## src/rtl/gsr_pkg.sv

```systemverilog
package gsr_pkg;

    typedef enum logic [1:0] {
        CLS_BYTE = 2'b00,
        CLS_WORD = 2'b01,
        CLS_SEG  = 2'b10,
        CLS_NONE = 2'b11
    } opnd_cls_e;

endpackage

```

## src/rtl/gsr_read_mux.sv

```systemverilog
module gsr_read_mux
    import gsr_pkg::*;
#(
    parameter int DATA_W   = 16,
    parameter int GPR_NUM  = 8,
    parameter int SEG_NUM  = 4,
    parameter int BYTE_NUM = 4,
    parameter int IDX_W    = 3
) (
    input  logic [GPR_NUM-1:0][DATA_W-1:0] gpr_i,
    input  logic [SEG_NUM-1:0][DATA_W-1:0] seg_i,
    input  logic [1:0]                     cls_i,
    input  logic [IDX_W-1:0]               idx_i,
    output logic [DATA_W-1:0]              data_o
);
    localparam int HALF_W = DATA_W / 2;
    localparam int BSEL_W = $clog2(BYTE_NUM);

    logic [BSEL_W-1:0] byte_host;
    logic              byte_hi;
    logic [DATA_W-1:0] host_word;

    assign byte_host = idx_i[BSEL_W-1:0];
    assign byte_hi   = idx_i[IDX_W-1];
    assign host_word = gpr_i[byte_host];

    always_comb begin
        data_o = '0;
        unique case (opnd_cls_e'(cls_i))
            CLS_BYTE: data_o = {{HALF_W{1'b0}},
                                byte_hi ? host_word[DATA_W-1:HALF_W]
                                        : host_word[HALF_W-1:0]};
            CLS_WORD: data_o = gpr_i[idx_i];
            CLS_SEG: begin
                if (int'(idx_i) < SEG_NUM)
                    data_o = seg_i[idx_i[$clog2(SEG_NUM)-1:0]];
            end
            default: data_o = '0;
        endcase
    end

endmodule

```

## src/rtl/gsr_legal.sv

```systemverilog
module gsr_legal
    import gsr_pkg::*;
#(
    parameter int SEG_NUM = 4,
    parameter int IDX_W   = 3
) (
    input  logic [1:0]       dst_cls_i,
    input  logic [IDX_W-1:0] dst_idx_i,
    input  logic [1:0]       src_cls_i,
    input  logic [IDX_W-1:0] src_idx_i,
    input  logic             src_imm_i,
    input  logic             imm_wide_i,
    output logic             legal_o
);
    opnd_cls_e dst_c;
    opnd_cls_e src_c;
    logic      dst_seg_ok;
    logic      src_seg_ok;

    assign dst_c      = opnd_cls_e'(dst_cls_i);
    assign src_c      = opnd_cls_e'(src_cls_i);
    assign dst_seg_ok = int'(dst_idx_i) < SEG_NUM;
    assign src_seg_ok = int'(src_idx_i) < SEG_NUM;

    always_comb begin
        legal_o = 1'b0;
        if (src_imm_i) begin
            unique case (dst_c)
                CLS_BYTE: legal_o = !imm_wide_i;
                CLS_WORD: legal_o = imm_wide_i;
                default:  legal_o = 1'b0;
            endcase
        end else begin
            unique case (dst_c)
                CLS_BYTE: legal_o = (src_c == CLS_BYTE);
                CLS_WORD: legal_o = (src_c == CLS_WORD) ||
                                    ((src_c == CLS_SEG) && src_seg_ok);
                CLS_SEG:  legal_o = (src_c == CLS_WORD) && dst_seg_ok;
                default:  legal_o = 1'b0;
            endcase
        end
    end

endmodule

```

## src/rtl/gsr_byte_merge.sv

```systemverilog
module gsr_byte_merge #(
    parameter int DATA_W = 16
) (
    input  logic [DATA_W-1:0]   word_i,
    input  logic [DATA_W/2-1:0] byte_i,
    input  logic                hi_i,
    output logic [DATA_W-1:0]   word_o
);
    localparam int HALF_W = DATA_W / 2;

    for (genvar h = 0; h < 2; h++) begin : g_half
        logic take;
        assign take = (h == 1) ? hi_i : !hi_i;
        assign word_o[h*HALF_W +: HALF_W] = take ? byte_i : word_i[h*HALF_W +: HALF_W];
    end

endmodule

```

## src/rtl/gp_seg_regfile.sv

```systemverilog
module gp_seg_regfile
    import gsr_pkg::*;
#(
    parameter int DATA_W   = 16,
    parameter int GPR_NUM  = 8,
    parameter int SEG_NUM  = 4,
    parameter int BYTE_NUM = 4
) (
    input  logic                         clk,
    input  logic                         rst,
    input  logic                         cmd_valid,
    input  logic [1:0]                   cmd_dst_cls,
    input  logic [$clog2(GPR_NUM)-1:0]   cmd_dst_idx,
    input  logic [1:0]                   cmd_src_cls,
    input  logic [$clog2(GPR_NUM)-1:0]   cmd_src_idx,
    input  logic                         cmd_src_imm,
    input  logic                         cmd_imm_wide,
    input  logic [DATA_W-1:0]            cmd_imm,
    input  logic [1:0]                   rd_a_cls,
    input  logic [$clog2(GPR_NUM)-1:0]   rd_a_idx,
    output logic [DATA_W-1:0]            rd_a_data,
    input  logic [1:0]                   rd_b_cls,
    input  logic [$clog2(GPR_NUM)-1:0]   rd_b_idx,
    output logic [DATA_W-1:0]            rd_b_data,
    output logic                         mov_err
);
    localparam int IDX_W  = $clog2(GPR_NUM);
    localparam int SEG_IW = $clog2(SEG_NUM);
    localparam int BSEL_W = $clog2(BYTE_NUM);
    localparam int HALF_W = DATA_W / 2;

    typedef struct packed {
        logic [GPR_NUM-1:0][DATA_W-1:0] gpr;
        logic [SEG_NUM-1:0][DATA_W-1:0] seg;
        logic                           err;
    } state_t;

    state_t st_d, st_q;

    logic [DATA_W-1:0] src_rd;
    logic [DATA_W-1:0] src_val;
    logic              legal;
    logic [BSEL_W-1:0] dst_host;
    logic              dst_hi;
    logic [DATA_W-1:0] merged;

    // Read ports
    gsr_read_mux #(
        .DATA_W(DATA_W), .GPR_NUM(GPR_NUM), .SEG_NUM(SEG_NUM),
        .BYTE_NUM(BYTE_NUM), .IDX_W(IDX_W)
    ) u_rd_a (
        .gpr_i(st_q.gpr), .seg_i(st_q.seg),
        .cls_i(rd_a_cls), .idx_i(rd_a_idx), .data_o(rd_a_data)
    );

    gsr_read_mux #(
        .DATA_W(DATA_W), .GPR_NUM(GPR_NUM), .SEG_NUM(SEG_NUM),
        .BYTE_NUM(BYTE_NUM), .IDX_W(IDX_W)
    ) u_rd_b (
        .gpr_i(st_q.gpr), .seg_i(st_q.seg),
        .cls_i(rd_b_cls), .idx_i(rd_b_idx), .data_o(rd_b_data)
    );

    // Move source operand, read from current (pre-write) state
    gsr_read_mux #(
        .DATA_W(DATA_W), .GPR_NUM(GPR_NUM), .SEG_NUM(SEG_NUM),
        .BYTE_NUM(BYTE_NUM), .IDX_W(IDX_W)
    ) u_rd_src (
        .gpr_i(st_q.gpr), .seg_i(st_q.seg),
        .cls_i(cmd_src_cls), .idx_i(cmd_src_idx), .data_o(src_rd)
    );

    gsr_legal #(
        .SEG_NUM(SEG_NUM), .IDX_W(IDX_W)
    ) u_legal (
        .dst_cls_i(cmd_dst_cls), .dst_idx_i(cmd_dst_idx),
        .src_cls_i(cmd_src_cls), .src_idx_i(cmd_src_idx),
        .src_imm_i(cmd_src_imm), .imm_wide_i(cmd_imm_wide),
        .legal_o(legal)
    );

    assign src_val  = cmd_src_imm ? cmd_imm : src_rd;
    assign dst_host = cmd_dst_idx[BSEL_W-1:0];
    assign dst_hi   = cmd_dst_idx[IDX_W-1];

    gsr_byte_merge #(
        .DATA_W(DATA_W)
    ) u_merge (
        .word_i(st_q.gpr[dst_host]), .byte_i(src_val[HALF_W-1:0]),
        .hi_i(dst_hi), .word_o(merged)
    );

    always_comb begin
        st_d     = st_q;
        st_d.err = 1'b0;
        if (cmd_valid) begin
            if (!legal) begin
                st_d.err = 1'b1;
            end else begin
                unique case (opnd_cls_e'(cmd_dst_cls))
                    CLS_BYTE: st_d.gpr[dst_host] = merged;
                    CLS_WORD: st_d.gpr[cmd_dst_idx] = src_val;
                    CLS_SEG:  st_d.seg[cmd_dst_idx[SEG_IW-1:0]] = src_val;
                    default:  st_d.err = 1'b1;
                endcase
            end
        end
    end

    always_ff @(posedge clk) begin
        if (rst) st_q <= '0;
        else     st_q <= st_d;
    end

    assign mov_err = st_q.err;

endmodule

```

## config.mk

```make
export PLATFORM = sky130hd
export DESIGN_NAME = gp_seg_regfile
export DESIGN_NICKNAME = d
export VERILOG_FILES = /design/src/rtl/gsr_pkg.sv /design/src/rtl/gsr_read_mux.sv /design/src/rtl/gsr_legal.sv /design/src/rtl/gsr_byte_merge.sv /design/src/rtl/gp_seg_regfile.sv
export SDC_FILE = /design/constraint.sdc
export NUM_CORES = 1
export LEC_CHECK = 0
export BUFFER_PORTS_ARGS = -buffer_cell sky130_fd_sc_hd__buf_2
export CORE_UTILIZATION = 63
export CTS_BUF_LIST = sky130_fd_sc_hd__clkbuf_8 sky130_fd_sc_hd__clkbuf_16
export CTS_CLUSTER_DIAMETER = 120
export DETAILED_ROUTE_END_ITERATION = 12
export GPL_ROUTABILITY_DRIVEN = 0
export PLACE_DENSITY = 0.82
export SYNTH_ARGS = -nofsm -noshare
export SYNTH_HDL_FRONTEND = slang
export SYNTH_SLANG_ARGS = --single-unit
```

## constraint.sdc

```tcl
create_clock -name clk -period 2.5 [get_ports clk]
set_input_delay 0.125 -clock clk [delete_from_list [all_inputs] [get_ports clk]]
set_output_delay 0.125 -clock clk [all_outputs]
set_load 0.01 [all_outputs]
```

## Word level (Yosys, flattened, before mapping)

Index checks and enable logic that the tools add are counted.

- $add $sub $neg: 0
- Shift-type cells: 0
- Multiply operators: 0
- Muxes and demuxes: 47
- Magnitude comparators: 18
- Div/mod/pow operators: 0
- Equal/unequal tests: 8
- Bitwise operators: 1
- Reduce and logical (&&, ||, !) cells: 16

Operator list:

| cell | number |
|---|---|
| 16-bit 2-to-1 mux | 17 |
| 128-bit bitwise mux | 2 |
| 128-bit case mux with 2 select lines | 1 |
| 16-bit binary-select mux with 2-bit select | 7 |
| 16-bit binary-select mux with 3-bit select | 3 |
| 16-bit case mux with 3 select lines | 3 |
| 64-bit bitwise mux | 1 |
| 16-bit demux with 2-bit select | 2 |
| 16-bit demux with 3-bit select | 1 |
| 8-bit 2-to-1 mux | 5 |
| 2-bit by 4-bit < comparator with 1-bit output (second input constant) | 4 |
| 3-bit by 4-bit < comparator with 1-bit output (second input constant) | 4 |
| 2-bit by 3-bit < comparator with 1-bit output (second input constant) | 4 |
| 3-bit < comparator (second input constant) | 4 |
| 2-bit by 1-bit == test with 1-bit output (second input constant) | 4 |
| 2-bit == test (second input constant) | 4 |
| 2-bit zero test | 4 |
| 3-bit AND reduction | 2 |
| 1-bit logical AND | 5 |
| 3-bit by 1-bit greater-or-equal comparator with 1-bit output (second input constant) | 1 |
| 1-bit 2-to-1 mux | 3 |
| 1-bit case mux with 3 select lines | 1 |
| 3-bit OR reduction | 1 |
| 2-bit by 1-bit greater-or-equal comparator with 1-bit output (second input constant) | 1 |
| other kinds (6) | 6 |

- Memory bits (read-only): 0
- Output and inout port bits: 33
- Flip-flop bits (word level): 193
- Latch bits: 0
- Word-level logic and storage cells: 103
- Memory bits (writable): 0
- Memories: 0

## Depth between registers and ports, before layout

Gate-level depths: netlist of run 1.

- Depth in word-level cells: 8
- Depth in mapped cells: 9
- Gate-level depth less buffers: 5

## Cells and area by module

From an unflattened synthesis of run 1, not the netlist that was laid out.

- Cells, all modules: 1490
- Area total of the unflattened synthesis: 14600.3 um^2

Modules (own cells, without submodules):

| module | instances | sequential area each (um^2) | cells each | area an instance (um^2) |
|---|---|---|---|---|
| gp_seg_regfile | 1 | 3863.7 | 814 | 8481.9 |
| gsr_read_mux | 3 | 0.0 | 216 | 1933.1 |
| gsr_byte_merge | 1 | 0.0 | 18 | 249.0 |
| gsr_legal | 1 | 0.0 | 10 | 70.1 |

## Worst setup path after synthesis of run 1

Ideal clock, no wire load.

- Path kind: in2reg
- Start point: input port cmd_src_idx[0]
- End point: register st_q[152] (netlist name)
- Stages on the path: 8
- Data required time: 2354 ps
- Data arrival time: 1832 ps
- Setup slack: 522 ps
- Setup time: 146 ps
- Cell sequence: buf_4 buf_6 mux4_2 and2_0 a221o_1 nor2_2 buf_4 a211oi_2

- Cells in the longest elaborated chain, start to end: 8
- Elaborated cells on any way between the ends: 20
- Classes of those cells: order compare (1); mux (16); reduce/logical (3)

RTL lines:

| item | RTL line | source |
|---|---|---|
| start: declaration | gp_seg_regfile.sv:15 | `input logic [$clog2(GPR_NUM)-1:0] cmd_src_idx,` |
| 16-bit binary-select mux with 2-bit select (on tied branches) | gsr_read_mux.sv:36, gsr_read_mux.sv:25 |  |
| 16-bit 2-to-1 mux (on tied branches) | gsr_read_mux.sv:36, gsr_read_mux.sv:25 |  |
| 16-bit 2-to-1 mux or 8-bit 2-to-1 mux (tied branches) | gsr_read_mux.sv:35, gsr_read_mux.sv:31 |  |
| 16-bit case mux with 3 select lines | gsr_read_mux.sv:29 | `unique case (opnd_cls_e'(cls_i))` |
| 16-bit 2-to-1 mux | gp_seg_regfile.sv:82 | `assign src_val = cmd_src_imm ? cmd_imm : src_rd;` |
| 8-bit 2-to-1 mux | gsr_byte_merge.sv:14 | `assign word_o[h*HALF_W +: HALF_W] = take ? byte_i : word_i[h*HALF_W +: HALF_W];` |
| 128-bit bitwise mux | gp_seg_regfile.sv:101 | `CLS_BYTE: st_d.gpr[dst_host] = merged;` |
| 128-bit case mux with 2 select lines | gp_seg_regfile.sv:100 | `unique case (opnd_cls_e'(cmd_dst_cls))` |
| end signal: assignment | gp_seg_regfile.sv:112 | `else st_q <= st_d;` |
| end: declaration | gp_seg_regfile.sv:38 | `state_t st_d, st_q;` |

Several ways; a longest one is shown, not always the timed one. The select of a mux whose other input is x is not followed.
A chain may end at the register's enable or synchronous reset.

## Worst setup path after layout of run 1

- Start point: register st_q[102] (netlist name)
- End point: output port rd_b_data[5]

- Cells in the longest elaborated chain, start to end: 4
- Elaborated cells on any way between the ends: 6
- Classes of those cells: mux (6)

RTL lines:

| item | RTL line | source |
|---|---|---|
| 16-bit binary-select mux with 2-bit select | gsr_read_mux.sv:25 | `assign host_word = gpr_i[byte_host];` |
| 16-bit 2-to-1 mux (implied by the code) | gsr_read_mux.sv:25 |  |
| 8-bit 2-to-1 mux | gsr_read_mux.sv:31 | `byte_hi ? host_word[DATA_W-1:HALF_W]` |
| 16-bit case mux with 3 select lines (*) | gsr_read_mux.sv:29 |  |
| end: declaration | gp_seg_regfile.sv:24 | `output logic [DATA_W-1:0] rd_b_data,` |

Mark *: on every way between the ends. The rest lies on a longest branch, timed or not. The select of a mux whose other input is x is not followed.

==> results by group, run 1 <==
Outcome
  – Status: completed

Clocking
  – CTS tree: yes
  – Clock tree buffer depth: 2
  – Post-CTS Setup Inserts: 0
  – Num CTS Buffers: 17
  – CTS root buffer: clkbuf_16
  – Clock latency at the later pin of the worst-skew pair: 0.45 ns
  – H-tree Lvls: 4
  – Clk slew on worst S/H paths: 0.08 ns
  – Clock sink count: a little under 200

Floorplanning
  – Core area: 21090 um^2
  – I/O pin count: 74
  – Die footprint: 22190 um^2
  – Initial Util: roughly 65%
  – Die Y: 149.0 um
  – Die X: 149.0 um
  – # rows: 53

Setup path
  – Crit path required time: between 2 and 2.5 ns
  – Worst Path Max Fanout: 5
  – CP Class: reg -> out
  – Crit path arrival time: ~2.3 ns
  – Crit end category: primary output
  – Worst reg2reg setup slack: 0.18 ns
  – CP startpoint kind: register

Timing
  – Min Tclk post-route: approximately 2.4 ns
  – Worst-margin pin slew: 1.316 ns
  – Fin Setup TNS: 0 ns
  – Worst slew margin: roughly 11%
  – # setup viols final: 0
  – Unrepaired setup endpoints after global routing: no
  – Worst Skew: 0.01237 ns
  – F_max: 418.1 MHz
  – Final Hold Vio Count: 0
  – Tcrit/Tclk final: 95.67%
  – Slew Viols, Final: 0

Power
  – Peak VDD IR: 0.0004474 V
  – Leakage Power: roughly 5.0 nW
  – Power per cell area: 468.7 nW/um^2

Logic synthesis
  – Post-synthesis cell area: 13610 um^2
  – Synth area leader: dfxtp_1
  – Sequential-to-total area share from yosys stat: approximately 28%
  – EDFF count, synth: 0
  – Yosys cell types: 59
  – Avg Cell Area, Syn: roughly 10 um^2
  – Synth top area share: about 28%
  – Synth async-reset ratio: 0%
  – Synth top area cells: dfxtp_1 28%, mux4_2 24%, nor2_1 5.3%
  – Syn nets: 1371
  – Synth Instances: 1330
  – Yosys reg bits: 193
  – Most frequent cells after synthesis: 193 x dfxtp_1, 193 x nor2_1, 144 x mux4_2
  – Yosys warning total: 0
  – Top FF cell, synth: dfxtp_1

Drt
  – Router iterations before antenna repair: 9
  – Detailed Route Iter0 Violations: 2401
  – Vias/cell: 7.846
  – Routed WL: 48310 um
  – Routed len/inst: 28.95 um
  – Drt drc: 0
  – Antenna viol nets, final: 0
  – Total number of vias: 13100

GRT
  – Vias in the first global route: around 12000
  – Maximum number of pins on one net before global-route repair: 93
  – Met3 GRT Util: between 10% and 20%
  – M2 GR Usage: 62.91%
  – Met1 Use GR: 59.35%
  – Congestion Overflow GR: 0
  – All-Layer GR Usage: about 45%
  – GRT busiest layer: met2
  – Initial antenna violation count: 2
  – First-pass GRT wire length: 73650 um

Finish
  – Final nets: 1422
  – # fillers: 1447
  – Final core utilization: just over 70%
  – Area Overhead vs Synth: 11.93%
  – Antenna Cells: 0
  – Layout cells sized above 1: 33.14%

Min path
  – Min-Delay Path Class: in -> reg

Place
  – Port Buf Inserts: 73
  – Detailed placer's ending HPWL: 32870 um

Job
  – Max Cap Viol: 0
-- flip-flops by register name (all words and copies together), names as in the netlist --
register / cells
st_q: 192
mov_err: 1
-- worst max-delay path, cell delays in order (launching register included) --
cell       delay, ns
dfxtp_1         0.41
mux4_2          0.28
nor2_1          0.05
nor2_1          0.33
a22oi_1         0.16
o2bb2ai_1       0.35
buf_2           0.23
-- logic make-up after synthesis --
group / share of synthesized area (%)
flops: 28.39
mux: 28.71
simple gates: 13.96
buf+inv: 5.636
compound gates: 23.30
-- through the flow --
| stage | setup slack [ns] | cell area [um^2] | total power, mW | hold WS, ns | std cells |
|---|---|---|---|---|---|
| 4_1_cts | 0.2285 | 15230 | 7.074 | 0.04741 | 1669 |
| 5_1_grt | 0.09121 | 15230 | 7.261 | 0.09207 | 1669 |
| 6_report | 0.1084 | 15230 | 7.139 | 0.05644 | 1669 |
| 3_3_place_gp | 0.09600 | 14590 | 4.173 | 0.4362 | 1636 |
| 2_1_floorplan | 0.5218 | 13610 | 3.834 | 0.2950 | 1330 |
| 3_5_place_dp | 0.005307 | 14590 | 4.191 | 0.4448 | 1636 |
-- report_power, final --
group / leakage (nW) / switching, mW / internal [mW]
clock: 0.304 / 1.43 / 1.53
combinational: 3.12 / 0.683 / 0.378
sequential: 1.56 / 0.0244 / 3.09
-- layer usage --
metal,part of all wire [%],vias up
li1,-,5305
met1,35,6200
met2,42,1287
met3,16,299
met4,6.6,4
met5,0.056,-
-- worst paths after layout --
check / from / end / cells after the start
setup / recovery: st_q[102] / rd_b_data[5] / 6
hold / removal: cmd_dst_cls[1] / mov_err / 3
setup reg to reg: st_q[34] / st_q[66] / 5
hold reg to reg: st_q[146] / st_q[146] / 2
-- area by class of cell --
type / count / area [um^2] / area share, %
inverters: 3 / 11.26 / 0.07393
flip-flops and latches: 193 / 3864 / 25.37
well taps: 275 / 344.1 / 2.259
multi-input cells: 990 / 9009 / 59.14
clock buffers: 17 / 425.4 / 2.793
repair buffers: 176 / 1378 / 9.044
clock inverters: 15 / 201.4 / 1.322
-- layout by cell type, fill, tap and decap left out, drive strengths merged, types with 11 or more instances in the layout --
cell / netlist / final
nand2b: 37 / 37
nor2: 196 / 196
o21ai: 18 / 18
nor2b: 38 / 38
mux4: 144 / 144
o22ai: 58 / 58
dfxtp: 193 / 193
mux2i: 54 / 54
or2: 11 / 11
nand2: 43 / 43
clkbuf: 57 / 17
nand3: 25 / 25
a22oi: 40 / 40
and3: 17 / 17
buf: 87 / 175
a211oi: 141 / 141
a21oi: 22 / 22
mux2: 11 / 11
o211ai: 33 / 33
a31oi: 28 / 28
-- repair_timing --
item,4_1_cts,5_1_grt
setup endpoints to repair,0,1
hold endpoints to repair,1,0
resized for setup,0,1
hold buffers,1,0
No activity file was read; power rests on OpenSTA's default activity.
==> inputs of run 2 (changes only) <==
--- a/config.mk
+++ b/config.mk
@@ -6,12 +6,14 @@
 export NUM_CORES = 1
 export LEC_CHECK = 0
 export BUFFER_PORTS_ARGS = -buffer_cell sky130_fd_sc_hd__buf_2
-export CORE_UTILIZATION = 63
+export CELL_PAD_IN_SITES_DETAIL_PLACEMENT = 0
+export CELL_PAD_IN_SITES_GLOBAL_PLACEMENT = 2
+export CORE_UTILIZATION = 41
 export CTS_BUF_LIST = sky130_fd_sc_hd__clkbuf_8 sky130_fd_sc_hd__clkbuf_16
 export CTS_CLUSTER_DIAMETER = 120
 export DETAILED_ROUTE_END_ITERATION = 12
 export GPL_ROUTABILITY_DRIVEN = 0
-export PLACE_DENSITY = 0.82
+export PLACE_DENSITY_LB_ADDON = 0.05
 export SYNTH_ARGS = -nofsm -noshare
 export SYNTH_HDL_FRONTEND = slang
 export SYNTH_SLANG_ARGS = --single-unit
==> run 2 against run 1 <==
Effect of this change: via count is 7.6% lower; register-to-register slack worse by 0.05 ns; die area grew 53%; global-route usage decreased by 10 points; non-clock buffer count up 5; critical path depth is 1 lower; fmax grew 0.92%; total power up 2.7%; routed wire length up 16%; clock power up 5%; first-iteration DRC count down 44%; flip-flop and latch count is the same; largest cell class unchanged; largest power group unchanged; highest routed layer is now met4.
==> results by group, run 2 (synthesized netlist as in run 1, its figures left out) <==
Timing
  – Fin worst setup slack: 0.1301 ns
  – Final Hold Vio Count: 0
  – F_max: 422.0 MHz
  – Worst Skew: ~0.0092 ns
  – Hold Slack: just under 0.07 ns
  – Worst slew margin: 20.33%
  – Min Tclk post-route: 2.370 ns
  – Unrepaired setup endpoints after global routing: no
  – Slew Viols, Final: 0
  – # setup viols final: 0
  – Worst-margin pin slew: 1.195 ns
  – Tcrit/Tclk final: about 95%

Finish
  – Max reg flops: 192
  – Final core utilization: 47.81%
  – Final nets: 1427
  – Area Overhead vs Synth: 14.60%
  – Largest Register: st_q
  – Final std cell area, no fill: roughly 16000 um^2
  – Commonest non-fill, non-tap cell in the layout: dfxtp_1
  – Antenna Cells: 0
  – Layout cells sized above 1: 33.17%
  – Commonest cells after routing, fill and taps aside: 193 x dfxtp_1, 189 x nor2_1, 144 x mux4_2

Clocking
  – Clock latency at the later pin of the worst-skew pair: 0.46 ns
  – Clock sink count: 193
  – Clk slew on worst S/H paths: 0.08 ns
  – H-tree Lvls: 4
  – Num CTS Buffers: 17
  – CTS root buffer: clkbuf_16
  – Resize count post-CTS: 0
  – Clock tree buffer depth: 2
  – CTS tree: yes

GRT
  – Vias in the first global route: between 10000 and 15000
  – Initial antenna violation count: 0
  – First-pass GRT wire length: 82610 um
  – Maximum number of pins on one net before global-route repair: approximately 70
  – All-Layer GR Usage: 34.14%
  – Congestion Overflow GR: 0

Setup path
  – Crit path arrival time: 2.72 ns
  – Crit path required time: 2.85 ns
  – CP startpoint kind: register
  – CP Class: reg -> reg
  – Crit end category: register
  – Worst Path Max Fanout: 12

Floorplanning
  – # rows: 66
  – Die X: roughly 180 um
  – I/O pin count: 74
  – Die footprint: between 30000 and 40000 um^2
  – Initial Util: a little over two fifths
  – Die Y: 184.2 um
  – Core area: 32620 um^2

Drt
  – Detailed Route Iter0 Violations: around 1300
  – Vias/cell: ~6.6
  – Drt drc: 0
  – Routed len/inst: just over 30 um
  – Antenna viol nets, final: 0
  – Total number of vias: 12100
  – Routed WL: ~56000 um
  – Router iterations before antenna repair: 6

Job
  – Max Cap Viol: 0

Outcome
  – Status: completed

Place
  – Placed inst area: 14950 um^2
  – Port Buf Inserts: 73
  – Pre-CTS WS: -0.02585 ns
  – Detailed placer's ending HPWL: 38550 um

Min path
  – Min-Delay Path Class: in -> reg

Power
  – Peak VDD IR: about 0.00052 V
  – Leakage Power: 5.047 nW
  – Power per cell area: 470.2 nW/um^2
  – Total power: about 7.3 mW
==> run 2: cell count changes in the layout (fill, tap and decap cells not counted), sizes merged <==
cell and delta:
clkbuf +2, inv -1, buf +5, bufinv +2, clkinvlp +2, clkinv -5
==> run 2: worst paths after layout <==
| path | end | from | slack [ns] | depth (start not counted) |
|---|---|---|---|---|
| min | mov_err | cmd_dst_cls[1] | 0.07 | 3 |
| max | st_q[77] | st_q[125] | 0.13 | 5 |
| min reg2reg | st_q[7] | st_q[7] | 0.52 | 2 |
| max reg2reg | st_q[77] | st_q[125] | 0.13 | 5 |
==> run 2: layout make-up <==
type	count	area [um^2]
clock buffers	19	452.9
clock inverters	13	185.2
fillers	3133	17020
inverters	3	11.26
multi-input cells	990	9011
flip-flops and latches	193	3864
well taps	442	553.0
repair buffers	181	1518
==> run 2: per-stage QoR <==
stage | setup TNS (ns) | instances
2_1_floorplan | 0 | 1330
3_3_place_gp | -0.04435 | 1808
3_5_place_dp | -0.07958 | 1808
4_1_cts | 0 | 1841
5_1_grt | 0 | 1841
6_report | 0 | 1841
==> run 2: worst max-delay path: stages, from the launching register on <==
cell      delay [ns]
dfxtp_1         0.35
mux4_2          0.53
a22o_1          0.21
a221oi_2        0.87
nand2b_1        0.21
a31oi_1         0.08
==> run 2: timing repair <==
item | 4_1_cts | 5_1_grt
endpoints found under the setup margin | 0 | 0
endpoints found under the hold margin | 1 | 0
setup buffers | 0 | 0
hold buffers | 1 | 0
==> run 2: metal layers <==
metal / wire [um] / vias to the layer above / share of wire (%) / track usage [%]
met4: 1732 / 0 / 3.1 / 11.93
met1: 24160 / 6150 / 43 / 46.74
met5: 0 / - / 0 / 0
met3: 3722 / 99 / 6.7 / 5.671
li1: - / 5325 / - / -
met2: 26230 / 527 / 47 / 54.38
==> run 2: report_power, final <==
group          internal, mW  switching (mW)  leakage, nW
registers              3.09          0.0220         1.56
logic                 0.402           0.716         3.18
clock network          1.73            1.37        0.309
